$ cat src/rtl/mbsched_pkg.sv
package mbsched_pkg;

  typedef enum logic [2:0] {
    REQ_NONE    = 3'd0,
    REQ_READ    = 3'd1,
    REQ_PROG    = 3'd2,
    REQ_ERASE   = 3'd3,
    REQ_SUSPEND = 3'd4,
    REQ_RESUME  = 3'd5
  } reqKind_e;

  typedef enum logic [1:0] {
    OP_IDLE = 2'd0,
    OP_RUN  = 2'd1,
    OP_HELD = 2'd2
  } opState_e;

  // strobes and levels from control to datapath
  typedef struct packed {
    logic loadProg;
    logic loadErase;
    logic respValid;
    logic respAccept;
    logic respErr;
    logic progRun;
    logic eraseRun;
  } ctlStrobe_t;

  // bit0 busy ... bit4 error
  typedef struct packed {
    logic error;
    logic done;
    logic eraseHeld;
    logic progHeld;
    logic busy;
  } status_t;

endpackage

$ cat src/rtl/mbsched_decode.sv
module mbsched_decode #(
  parameter int BANK_BITS  = 5,
  parameter int SLOT_BITS  = 3,
  parameter int MAIN_LOG2  = 15,
  parameter int PARAM_LOG2 = 12,
  parameter int BLK_BITS   = 9
) (
  input  logic                                         topBoot,
  input  logic [BANK_BITS+SLOT_BITS+MAIN_LOG2-1:PARAM_LOG2] addrHi,
  output logic [BANK_BITS-1:0]                         bankIdx,
  output logic [BLK_BITS-1:0]                          blockIdx
);

  localparam int ADDR_BITS   = BANK_BITS + SLOT_BITS + MAIN_LOG2;
  localparam int SUB_BITS    = MAIN_LOG2 - PARAM_LOG2;
  localparam int MAIN_SLOTS  = 2 ** (BANK_BITS + SLOT_BITS);
  localparam int PARAM_COUNT = 2 ** SUB_BITS;
  localparam int TOP_BASE    = MAIN_SLOTS - 1;
  localparam int BOT_SHIFT   = PARAM_COUNT - 1;

  logic [SLOT_BITS-1:0] slotIdx;
  logic [SUB_BITS-1:0]  subIdx;
  logic                 inParam;
  logic [BLK_BITS-1:0]  linearIdx;

  always_comb begin
    bankIdx   = addrHi[ADDR_BITS-1 -: BANK_BITS];
    slotIdx   = addrHi[MAIN_LOG2 +: SLOT_BITS];
    subIdx    = addrHi[PARAM_LOG2 +: SUB_BITS];
    linearIdx = BLK_BITS'({bankIdx, slotIdx});
    if (topBoot) begin
      inParam  = (bankIdx == {BANK_BITS{1'b1}}) && (slotIdx == {SLOT_BITS{1'b1}});
      blockIdx = inParam ? BLK_BITS'(TOP_BASE) + BLK_BITS'(subIdx) : linearIdx;
    end else begin
      inParam  = (bankIdx == '0) && (slotIdx == '0);
      blockIdx = inParam ? BLK_BITS'(subIdx) : linearIdx + BLK_BITS'(BOT_SHIFT);
    end
  end

endmodule

$ cat src/rtl/mbsched_datapath.sv
module mbsched_datapath
  import mbsched_pkg::*;
#(
  parameter int BANK_BITS  = 5,
  parameter int SLOT_BITS  = 3,
  parameter int MAIN_LOG2  = 15,
  parameter int PARAM_LOG2 = 12,
  parameter int BLK_BITS   = 9,
  parameter int ADDR_BITS  = 23
) (
  input  logic                 clk,
  input  logic                 rstN,
  input  logic                 topBoot,
  input  logic [ADDR_BITS-1:0] reqAddr,
  input  ctlStrobe_t           ctl,
  output logic                 hitProgBank,
  output logic                 hitEraseBank,
  output logic                 hitProgBlk,
  output logic                 hitEraseBlk,
  output logic                 respValid,
  output logic                 respAccept,
  output logic                 respErr,
  output logic [BANK_BITS-1:0] respBank,
  output logic [BLK_BITS-1:0]  respBlock,
  output logic [BANK_BITS-1:0] busyBank
);

  logic [BANK_BITS-1:0] curBank;
  logic [BLK_BITS-1:0]  curBlock;
  logic [BANK_BITS-1:0] progBank, eraseBank;
  logic [BLK_BITS-1:0]  progBlk, eraseBlk;
  logic                 unusedWordBits;

  assign unusedWordBits = ^reqAddr[PARAM_LOG2-1:0];

  mbsched_decode #(
    .BANK_BITS (BANK_BITS),
    .SLOT_BITS (SLOT_BITS),
    .MAIN_LOG2 (MAIN_LOG2),
    .PARAM_LOG2(PARAM_LOG2),
    .BLK_BITS  (BLK_BITS)
  ) u_decode (
    .topBoot (topBoot),
    .addrHi  (reqAddr[ADDR_BITS-1:PARAM_LOG2]),
    .bankIdx (curBank),
    .blockIdx(curBlock)
  );

  assign hitProgBank  = (curBank == progBank);
  assign hitEraseBank = (curBank == eraseBank);
  assign hitProgBlk   = (curBlock == progBlk);
  assign hitEraseBlk  = (curBlock == eraseBlk);

  always_ff @(posedge clk or negedge rstN) begin
    if (!rstN) begin
      progBank  <= '0;
      progBlk   <= '0;
      eraseBank <= '0;
      eraseBlk  <= '0;
    end else begin
      if (ctl.loadProg) begin
        progBank <= curBank;
        progBlk  <= curBlock;
      end
      if (ctl.loadErase) begin
        eraseBank <= curBank;
        eraseBlk  <= curBlock;
      end
    end
  end

  always_ff @(posedge clk or negedge rstN) begin
    if (!rstN) begin
      respValid  <= 1'b0;
      respAccept <= 1'b0;
      respErr    <= 1'b0;
      respBank   <= '0;
      respBlock  <= '0;
    end else begin
      respValid  <= ctl.respValid;
      respAccept <= ctl.respAccept;
      respErr    <= ctl.respErr;
      if (ctl.respValid) begin
        respBank  <= curBank;
        respBlock <= curBlock;
      end
    end
  end

  always_comb begin
    if (ctl.progRun)       busyBank = progBank;
    else if (ctl.eraseRun) busyBank = eraseBank;
    else                   busyBank = '0;
  end

endmodule

$ cat src/rtl/mbsched_ctrl.sv
module mbsched_ctrl
  import mbsched_pkg::*;
(
  input  logic       clk,
  input  logic       rstN,
  input  logic [2:0] reqKind,
  input  logic       opDone,
  input  logic       opFail,
  input  logic       hitProgBank,
  input  logic       hitEraseBank,
  input  logic       hitProgBlk,
  input  logic       hitEraseBlk,
  output ctlStrobe_t ctl,
  output status_t    stat
);

  opState_e progSt, eraseSt;
  opState_e progAft, eraseAft;
  opState_e progNx, eraseNx;
  logic     finish;
  logic     running, runBankHit, heldHit;
  logic     newOp;
  logic     doneQ, errQ;
  reqKind_e kind;

  assign kind = reqKind_e'(reqKind);

  // completion is applied before the request is judged
  always_comb begin
    progAft  = progSt;
    eraseAft = eraseSt;
    finish   = 1'b0;
    if (opDone) begin
      if (progSt == OP_RUN) begin
        progAft = OP_IDLE;
        finish  = 1'b1;
      end else if (eraseSt == OP_RUN) begin
        eraseAft = OP_IDLE;
        finish   = 1'b1;
      end
    end
  end

  always_comb begin
    running    = (progAft == OP_RUN) || (eraseAft == OP_RUN);
    runBankHit = ((progAft == OP_RUN) && hitProgBank) ||
                 ((eraseAft == OP_RUN) && hitEraseBank);
    heldHit    = ((progAft == OP_HELD) && hitProgBlk) ||
                 ((eraseAft == OP_HELD) && hitEraseBlk);
  end

  always_comb begin
    progNx         = progAft;
    eraseNx        = eraseAft;
    ctl            = '0;
    newOp          = 1'b0;
    case (kind)
      REQ_READ: begin
        ctl.respValid = 1'b1;
        if (heldHit)                    ctl.respErr    = 1'b1;
        else if (running && runBankHit) ctl.respAccept = 1'b0;
        else                            ctl.respAccept = 1'b1;
      end
      REQ_PROG: begin
        ctl.respValid = 1'b1;
        if (heldHit) begin
          ctl.respErr = 1'b1;
        end else if (!running && (progAft == OP_IDLE)) begin
          ctl.respAccept = 1'b1;
          ctl.loadProg   = 1'b1;
          newOp          = 1'b1;
          progNx         = OP_RUN;
        end
      end
      REQ_ERASE: begin
        ctl.respValid = 1'b1;
        if (heldHit) begin
          ctl.respErr = 1'b1;
        end else if ((progAft == OP_IDLE) && (eraseAft == OP_IDLE)) begin
          ctl.respAccept = 1'b1;
          ctl.loadErase  = 1'b1;
          newOp          = 1'b1;
          eraseNx        = OP_RUN;
        end
      end
      REQ_SUSPEND: begin
        ctl.respValid = 1'b1;
        if (progAft == OP_RUN) begin
          progNx         = OP_HELD;
          ctl.respAccept = 1'b1;
        end else if (eraseAft == OP_RUN) begin
          eraseNx        = OP_HELD;
          ctl.respAccept = 1'b1;
        end
      end
      REQ_RESUME: begin
        ctl.respValid = 1'b1;
        if (progAft == OP_HELD) begin
          progNx         = OP_RUN;
          ctl.respAccept = 1'b1;
        end else if ((eraseAft == OP_HELD) && (progAft == OP_IDLE)) begin
          eraseNx        = OP_RUN;
          ctl.respAccept = 1'b1;
        end
      end
      default: ;
    endcase
    ctl.progRun  = (progSt == OP_RUN);
    ctl.eraseRun = (eraseSt == OP_RUN);
  end

  always_ff @(posedge clk or negedge rstN) begin
    if (!rstN) begin
      progSt  <= OP_IDLE;
      eraseSt <= OP_IDLE;
      doneQ   <= 1'b0;
      errQ    <= 1'b0;
    end else begin
      progSt  <= progNx;
      eraseSt <= eraseNx;
      if (newOp) begin
        doneQ <= 1'b0;
        errQ  <= 1'b0;
      end
      if (finish)           doneQ <= 1'b1;
      if (finish && opFail) errQ  <= 1'b1;
      if (ctl.respErr)      errQ  <= 1'b1;
    end
  end

  always_comb begin
    stat.busy      = (progSt == OP_RUN) || (eraseSt == OP_RUN);
    stat.progHeld  = (progSt == OP_HELD);
    stat.eraseHeld = (eraseSt == OP_HELD);
    stat.done      = doneQ;
    stat.error     = errQ;
  end

endmodule

$ cat src/rtl/mbsched.sv
module mbsched
  import mbsched_pkg::*;
#(
  parameter int BANK_BITS  = 5,
  parameter int SLOT_BITS  = 3,
  parameter int MAIN_LOG2  = 15,
  parameter int PARAM_LOG2 = 12,
  localparam int ADDR_BITS = BANK_BITS + SLOT_BITS + MAIN_LOG2,
  localparam int BLK_BITS  = $clog2(2 ** (BANK_BITS + SLOT_BITS) - 1 + 2 ** (MAIN_LOG2 - PARAM_LOG2))
) (
  input  logic                 clk,
  input  logic                 rstN,
  input  logic                 topBoot,
  input  logic [2:0]           reqKind,
  input  logic [ADDR_BITS-1:0] reqAddr,
  input  logic                 opDone,
  input  logic                 opFail,
  output logic                 respValid,
  output logic                 respAccept,
  output logic                 respErr,
  output logic [BANK_BITS-1:0] respBank,
  output logic [BLK_BITS-1:0]  respBlock,
  output logic [4:0]           status,
  output logic [BANK_BITS-1:0] busyBank
);

  ctlStrobe_t ctl;
  status_t    stat;
  logic       hitProgBank, hitEraseBank, hitProgBlk, hitEraseBlk;

  mbsched_ctrl u_ctrl (
    .clk         (clk),
    .rstN        (rstN),
    .reqKind     (reqKind),
    .opDone      (opDone),
    .opFail      (opFail),
    .hitProgBank (hitProgBank),
    .hitEraseBank(hitEraseBank),
    .hitProgBlk  (hitProgBlk),
    .hitEraseBlk (hitEraseBlk),
    .ctl         (ctl),
    .stat        (stat)
  );

  mbsched_datapath #(
    .BANK_BITS (BANK_BITS),
    .SLOT_BITS (SLOT_BITS),
    .MAIN_LOG2 (MAIN_LOG2),
    .PARAM_LOG2(PARAM_LOG2),
    .BLK_BITS  (BLK_BITS),
    .ADDR_BITS (ADDR_BITS)
  ) u_datapath (
    .clk         (clk),
    .rstN        (rstN),
    .topBoot     (topBoot),
    .reqAddr     (reqAddr),
    .ctl         (ctl),
    .hitProgBank (hitProgBank),
    .hitEraseBank(hitEraseBank),
    .hitProgBlk  (hitProgBlk),
    .hitEraseBlk (hitEraseBlk),
    .respValid   (respValid),
    .respAccept  (respAccept),
    .respErr     (respErr),
    .respBank    (respBank),
    .respBlock   (respBlock),
    .busyBank    (busyBank)
  );

  assign status = stat;

endmodule

$ cat config.mk
export PLATFORM = sky130hd
export DESIGN_NAME = mbsched
export DESIGN_NICKNAME = d
export VERILOG_FILES = /design/src/rtl/mbsched_pkg.sv /design/src/rtl/mbsched_decode.sv /design/src/rtl/mbsched_datapath.sv /design/src/rtl/mbsched_ctrl.sv /design/src/rtl/mbsched.sv
export SDC_FILE = /design/constraint.sdc
export NUM_CORES = 1
export LEC_CHECK = 0
export ABC_AREA = 1
export BUFFER_PORTS_ARGS = -buffer_cell sky130_fd_sc_hd__buf_4
export CAP_MARGIN = 10
export CELL_PAD_IN_SITES_DETAIL_PLACEMENT = 1
export CELL_PAD_IN_SITES_GLOBAL_PLACEMENT = 1
export CORE_UTILIZATION = 40
export CTS_BUF_LIST = sky130_fd_sc_hd__clkbuf_8
export CTS_CLUSTER_DIAMETER = 40
export DETAILED_ROUTE_END_ITERATION = 8
export PLACE_DENSITY_LB_ADDON = 0.05
export SLEW_MARGIN = 20
export SYNTH_ARGS = -nofsm -noshare
export SYNTH_HDL_FRONTEND = slang
export SYNTH_SLANG_ARGS = --single-unit
export TNS_END_PERCENT = 20
$ cat constraint.sdc
create_clock -name clk -period 2.45 [get_ports clk]
set_input_delay 0.3675 -clock clk [delete_from_list [all_inputs] [get_ports clk]]
set_output_delay 0.3675 -clock clk [all_outputs]
set_load 0.02 [all_outputs]
# == Word level (Yosys, flattened, before mapping) ==
# Index checks and enable logic that the tools add are counted.
# Widths: inputs -> output; s select.
# word_totals
regBits,51
input_bits,31
output_inout_bits,27
elab_cells,102
# op_classes
addsub,2
eq_ne,19
n_mux,45
reduce_logical,23
# op_table
op,n
$mux 2,15
$mux 9,3
$mux 1,21
$eq 9x9->1,2
$pmux 2 s3,2
$logic_and 1x1->1,11
$eq 5x5->1,2
$mux 5,2
$pmux 2 s5,1
$add 8x3->9 const A,1
$add 8x3->9 const B,1
$eq 3x3->1 const B,3
$eq 2x1->1 const B,4
$eq 2x2->1 const B,4
$eq 3x2->1 const B,2
$eq 5x5->1 const B,1
$logic_not 5->1,1
$logic_not 2->1,2
$logic_or 1x1->1,4
$eq 3x1->1 const B,1
$logic_not 3->1,1
$reduce_bool 3->1,1
$reduce_or 3->1,1
$pmux 1 s2,1
2 further kinds,2

# == Depth between registers and ports, before layout ==
# depth
word_depth,14
mapped_depth,18
ltp_nobuf,18

# == Hierarchy ==
# A second synthesis with hierarchy kept.
# hier_totals
hier_cells,448
hier_area_um2,3215.6
# by_module_without_submodules
module,n_inst,cells_each,area_each_um2,seq_area_each_um2
mbsched_datapath,1,240,2073.2,1126.1
mbsched_ctrl,1,100,604.3,150.1
mbsched_decode,1,108,538.0,0.0

# == Worst setup path after synthesis ==
# OpenSTA, ideal clock, no wires.
# synth_path
kind,input -> register
from,input reqAddr[15]
to,register u_datapath.progBank[4]
setup_ns,0.120
arrival_ns,2.000
required_time_ns,2.330
slack_ns,0.330
path_stages,17
path_buffers,1
cell_sequence,inv_1 > ha_1 > ha_1 > inv_1 > nor2_4 > nand3_2 > nand2_1 > nand3_1 > nand2_2 > nand2_1 > o21ai_1 > nor2_2 > nand4_4 > nand3_4 > buf_8 > nand2_2 > o21ai_2
# synth_between
elab_chain_len,9
elab_cells_between_ends,15
classes_between,1 x add/sub; 3 x eq/ne; 5 x mux; 6 x reduce/logical
# synth_rtl
item,line,rtl
start: declaration,mbsched.sv:15,"input logic [ADDR_BITS-1:0] reqAddr,"
branches (longest 3 deep; another with $add 8x3->9),-,
$mux 9 (*),mbsched_decode.sv:31,if (topBoot) begin
"$eq 9x9->1, on equally long branches","mbsched_datapath.sv:51, mbsched_datapath.sv:52",
"$logic_and 1x1->1, on equally long branches","mbsched_ctrl.sv:48, mbsched_ctrl.sv:49",
$logic_or 1x1->1 (*),mbsched_ctrl.sv:48,heldHit = ((progAft == OP_HELD) && hitProgBlk) ||
$mux 1 (*),mbsched_ctrl.sv:66,if (heldHit) begin
$mux 1 (*),mbsched_ctrl.sv:57,case (kind)
end signal: assignment,mbsched_datapath.sv:62,progBank <= curBank;
end: declaration,mbsched_datapath.sv:30,"logic [BANK_BITS-1:0] progBank, eraseBank;"
# Every way passes the cells marked *.
# A chain may end at the register's enable or synchronous reset.

# == Worst setup path in the final report ==
# layout_path
from,input reqAddr[15]
to,register u_ctrl.progSt[0]
# layout_between
elab_chain_len,9
elab_cells_between_ends,15
classes_between,1 x add/sub; 3 x eq/ne; 5 x mux; 6 x reduce/logical
# layout_rtl
item,line,rtl
branches (longest 3 deep; another with $add 8x3->9),-,
$mux 9 (*),mbsched_decode.sv:31,
"$eq 9x9->1, on equally long branches","mbsched_datapath.sv:51, mbsched_datapath.sv:52",
"$logic_and 1x1->1, on equally long branches","mbsched_ctrl.sv:48, mbsched_ctrl.sv:49",
$logic_or 1x1->1 (*),mbsched_ctrl.sv:48,
$mux 2 (*),mbsched_ctrl.sv:66,
$pmux 2 s3 (*),mbsched_ctrl.sv:57,
named net u_ctrl.progNx[0],mbsched_ctrl.sv:19,"opState_e progNx, eraseNx;"
end signal: assignment,mbsched_ctrl.sv:119,progSt <= progNx;
end: declaration,mbsched_ctrl.sv:17,"opState_e progSt, eraseSt;"
# Mark *: on every way through the listed nets, which the timed path passes.

==> out/results.ini <==
[global_route]
antenna_found_initial=0
grt-ovfl-total=0
grt_max_degree=52
grt_usage=0.226
grt_pass1_wl_mm=15.8
grt_pass1_vias=3263

[sta]
fin_crit_sh=0.901
setup_ws_ns=0.242
relSlewSlack=0.546
max_freq_mhz=453
setup_tns_ns=0
worstMarginPinSlew_ns=0.681
period_minus_slack_ns=2.21
hold_viol_final=0
finalMaxSlewViolations=0
finClkSkew_ns=0.00943
rsz0062_at_grt=no
setup_viol=0

[run_status]
status=finished, final reports clean

[logic_synthesis]
seq_area_frac_synth=0.368
synth.distinct_cells=38
syn_avg_cell_area_um2=7.62
netlist_instances=455
synth_nets=491
ys_ff_latch=51
mappedNetlistArea_um2=3470
ys_warn_count=0

[clocking]
htree_levels=2
clk_latency_ns=0.31
cts_tree=yes
postCtsSetupBuffers=0
cts-buffers-inserted=5
postCtsHoldBufs=0
cts.clk_slew.worst_paths_ns=0.10
cts_sinks=51
ctsLongestPathBuffers=2
cts-resized-gates=0
root_buffer=clkbuf_8

[floorplanning]
io_pins=58
row_count=33
die_y_um=95.1
die_w_um=95.1
start_util=0.418
core_area_um2=8300
die-area_um2=9050

[route]
initialDrtViolationCount=63
viasPerCell=5.08
first_pass_iters=4
num_vias=3132
drc=0
postRouteAntennaNets=0
wl_per_cell_um=15.4
drt_wl_total_mm=9.49

[finish]
drive_above_1_share=0.276
area_growth_pct=17.9
seq_area_um2=1280
final_common_cell=nand2_1
nets=546
fin_util=0.493
multi_input_area_um2=1840
mostFrequentLayoutCells=nand2_1 (125), buf_4 (65), inv_1 (51), dfrtp_1 (51), nand3_1 (37)
fillers=1065
n_antenna_cell=0

[worst_setup_path]
slowest_stage=ha_1
rr_worst_depth=10
rr_startpoint=u_ctrl.progSt[1]
critPathArrivalTime_ns=2.41
critPathKind=primary input to flip-flop
crit_required_ns=2.65
end_kind=flip-flop
r2r_setup_slack_ns=0.47
crit_fanout=6
rr_endpoint=u_ctrl.errQ
cpPeakStageDelay_ns=0.17
cp-start-kind=primary input
worstPathCellList=buf_4 -> inv_1 -> ha_1 -> ha_1 -> inv_1 -> nor2_4 -> nand3_2 -> nand2_1 -> nand2_1 -> nand2_1 -> nand3_1 -> nand2_1 -> nand2_1 -> nor2_4 -> nand4_4 -> nand3_4 -> buf_4 -> nand3b_1
cp_common_cell=nand2_1

[placement]
io_buffers=45
gp_congestion=0.861
dpl.hpwl_mm=7.53
dp_slack_ns=-0.0628

[pwr]
peakVddDrop_uv=358
p_leak_nw=2.16
powerDensity_nw_per_um2=836

[flow_run]
cap_violations=0

[hold_path]
hp-class=primary input to async pin

through the flow:
step                      std cells  total power, mW  hold WS [ns]  cell area, um^2
final                           616             3.42        0.0878             4090
after CTS                       616             3.46         0.115             4090
after global placement          608             2.84         0.453             3990
after global routing            616             3.69         0.125             4090
after detailed placement        608             2.92         0.451             3990
after floorplan                 455             2.41        0.0719             3470
synthesized netlist by cell type (all sizes together):
library cell  instances  share of area
inv                  53          0.057
nor3                  2         0.0029
xnor2                 4          0.010
a21oi                 7          0.010
nor4                  1         0.0018
o211ai                1         0.0022
nand3b                8          0.021
o211a                 1         0.0029
buf                  14          0.038
o221ai                1         0.0025
nor2                 35          0.058
a211o                 1         0.0025
nand3                45          0.079
o21ai                53          0.092
o22ai                 1         0.0018
ha                    5          0.018
xor2                  6          0.015
dfrtp                51           0.37
nand2               150           0.18
clkbuf                6         0.0065
o31ai                 1         0.0022
nand4                 9          0.025
critical path: cells and delay by family:
| kind | cells | cell delay, ns |
|---|---|---|
| simple gates | 12 | 1.29 |
| fa+ha+maj | 2 | 0.31 |
| buf+inv | 4 | 0.40 |
kinds of logic after synthesis:
| kind of cell | share of synthesized area |
|---|---|
| buffers and inverters | 0.102 |
| adder cells (fa/ha/maj) | 0.0180 |
| flip-flops | 0.368 |
| AND/OR/NAND/NOR | 0.371 |
| XOR/XNOR | 0.0253 |
| AO/OA/AOI/OAI | 0.116 |
registers in the layout, indices dropped and copies added, names as in the netlist:
register / count
u_ctrl.progSt: 2
u_datapath.respValid: 1
u_ctrl.doneQ: 1
u_datapath.eraseBlk: 9
u_ctrl.eraseSt: 2
u_ctrl.errQ: 1
u_datapath.respBank: 5
u_datapath.progBlk: 9
u_datapath.respAccept: 1
u_datapath.respErr: 1
u_datapath.respBlock: 9
u_datapath.progBank: 5
u_datapath.eraseBank: 5
area by class of cell:
type,instances,share of cell area
Clock buffer,5,0.0168
Clock inverter,3,0.00704
Inverter,53,0.0486
Multi-Input combinational cell,331,0.449
Sequential cell,51,0.312
Tap cell,105,0.0321
Timing Repair Buffer,68,0.134
per-layer routing:
| layer | part of all wire | global-route usage | wire [um] |
|---|---|---|---|
| met4 | 0.011 | 0.0480 | 108 |
| met1 | 0.45 | 0.271 | 4230 |
| met3 | 0.020 | 0.0303 | 188 |
| met2 | 0.52 | 0.424 | 4970 |
| met5 | 0 | 0 | 0 |
worst max-delay path by stage:
stage                      startpoint                     end  depth (start not counted)
after detailed placement  reqAddr[15]        u_ctrl.progSt[0]                         18
after CTS                 reqAddr[15]             u_ctrl.errQ                         19
after global routing      reqAddr[15]        u_ctrl.progSt[0]                         18
after floorplan           reqAddr[15]  u_datapath.progBank[4]                         17
after global placement    reqAddr[15]        u_ctrl.progSt[0]                         18
final                     reqAddr[15]        u_ctrl.progSt[0]                         18
power by group:
group	internal [mW]	switching (mW)
clock network	0.213	0.322
logic	0.616	0.870
registers	1.13	0.270
Note: power is estimated with default switching activity, not from simulation.
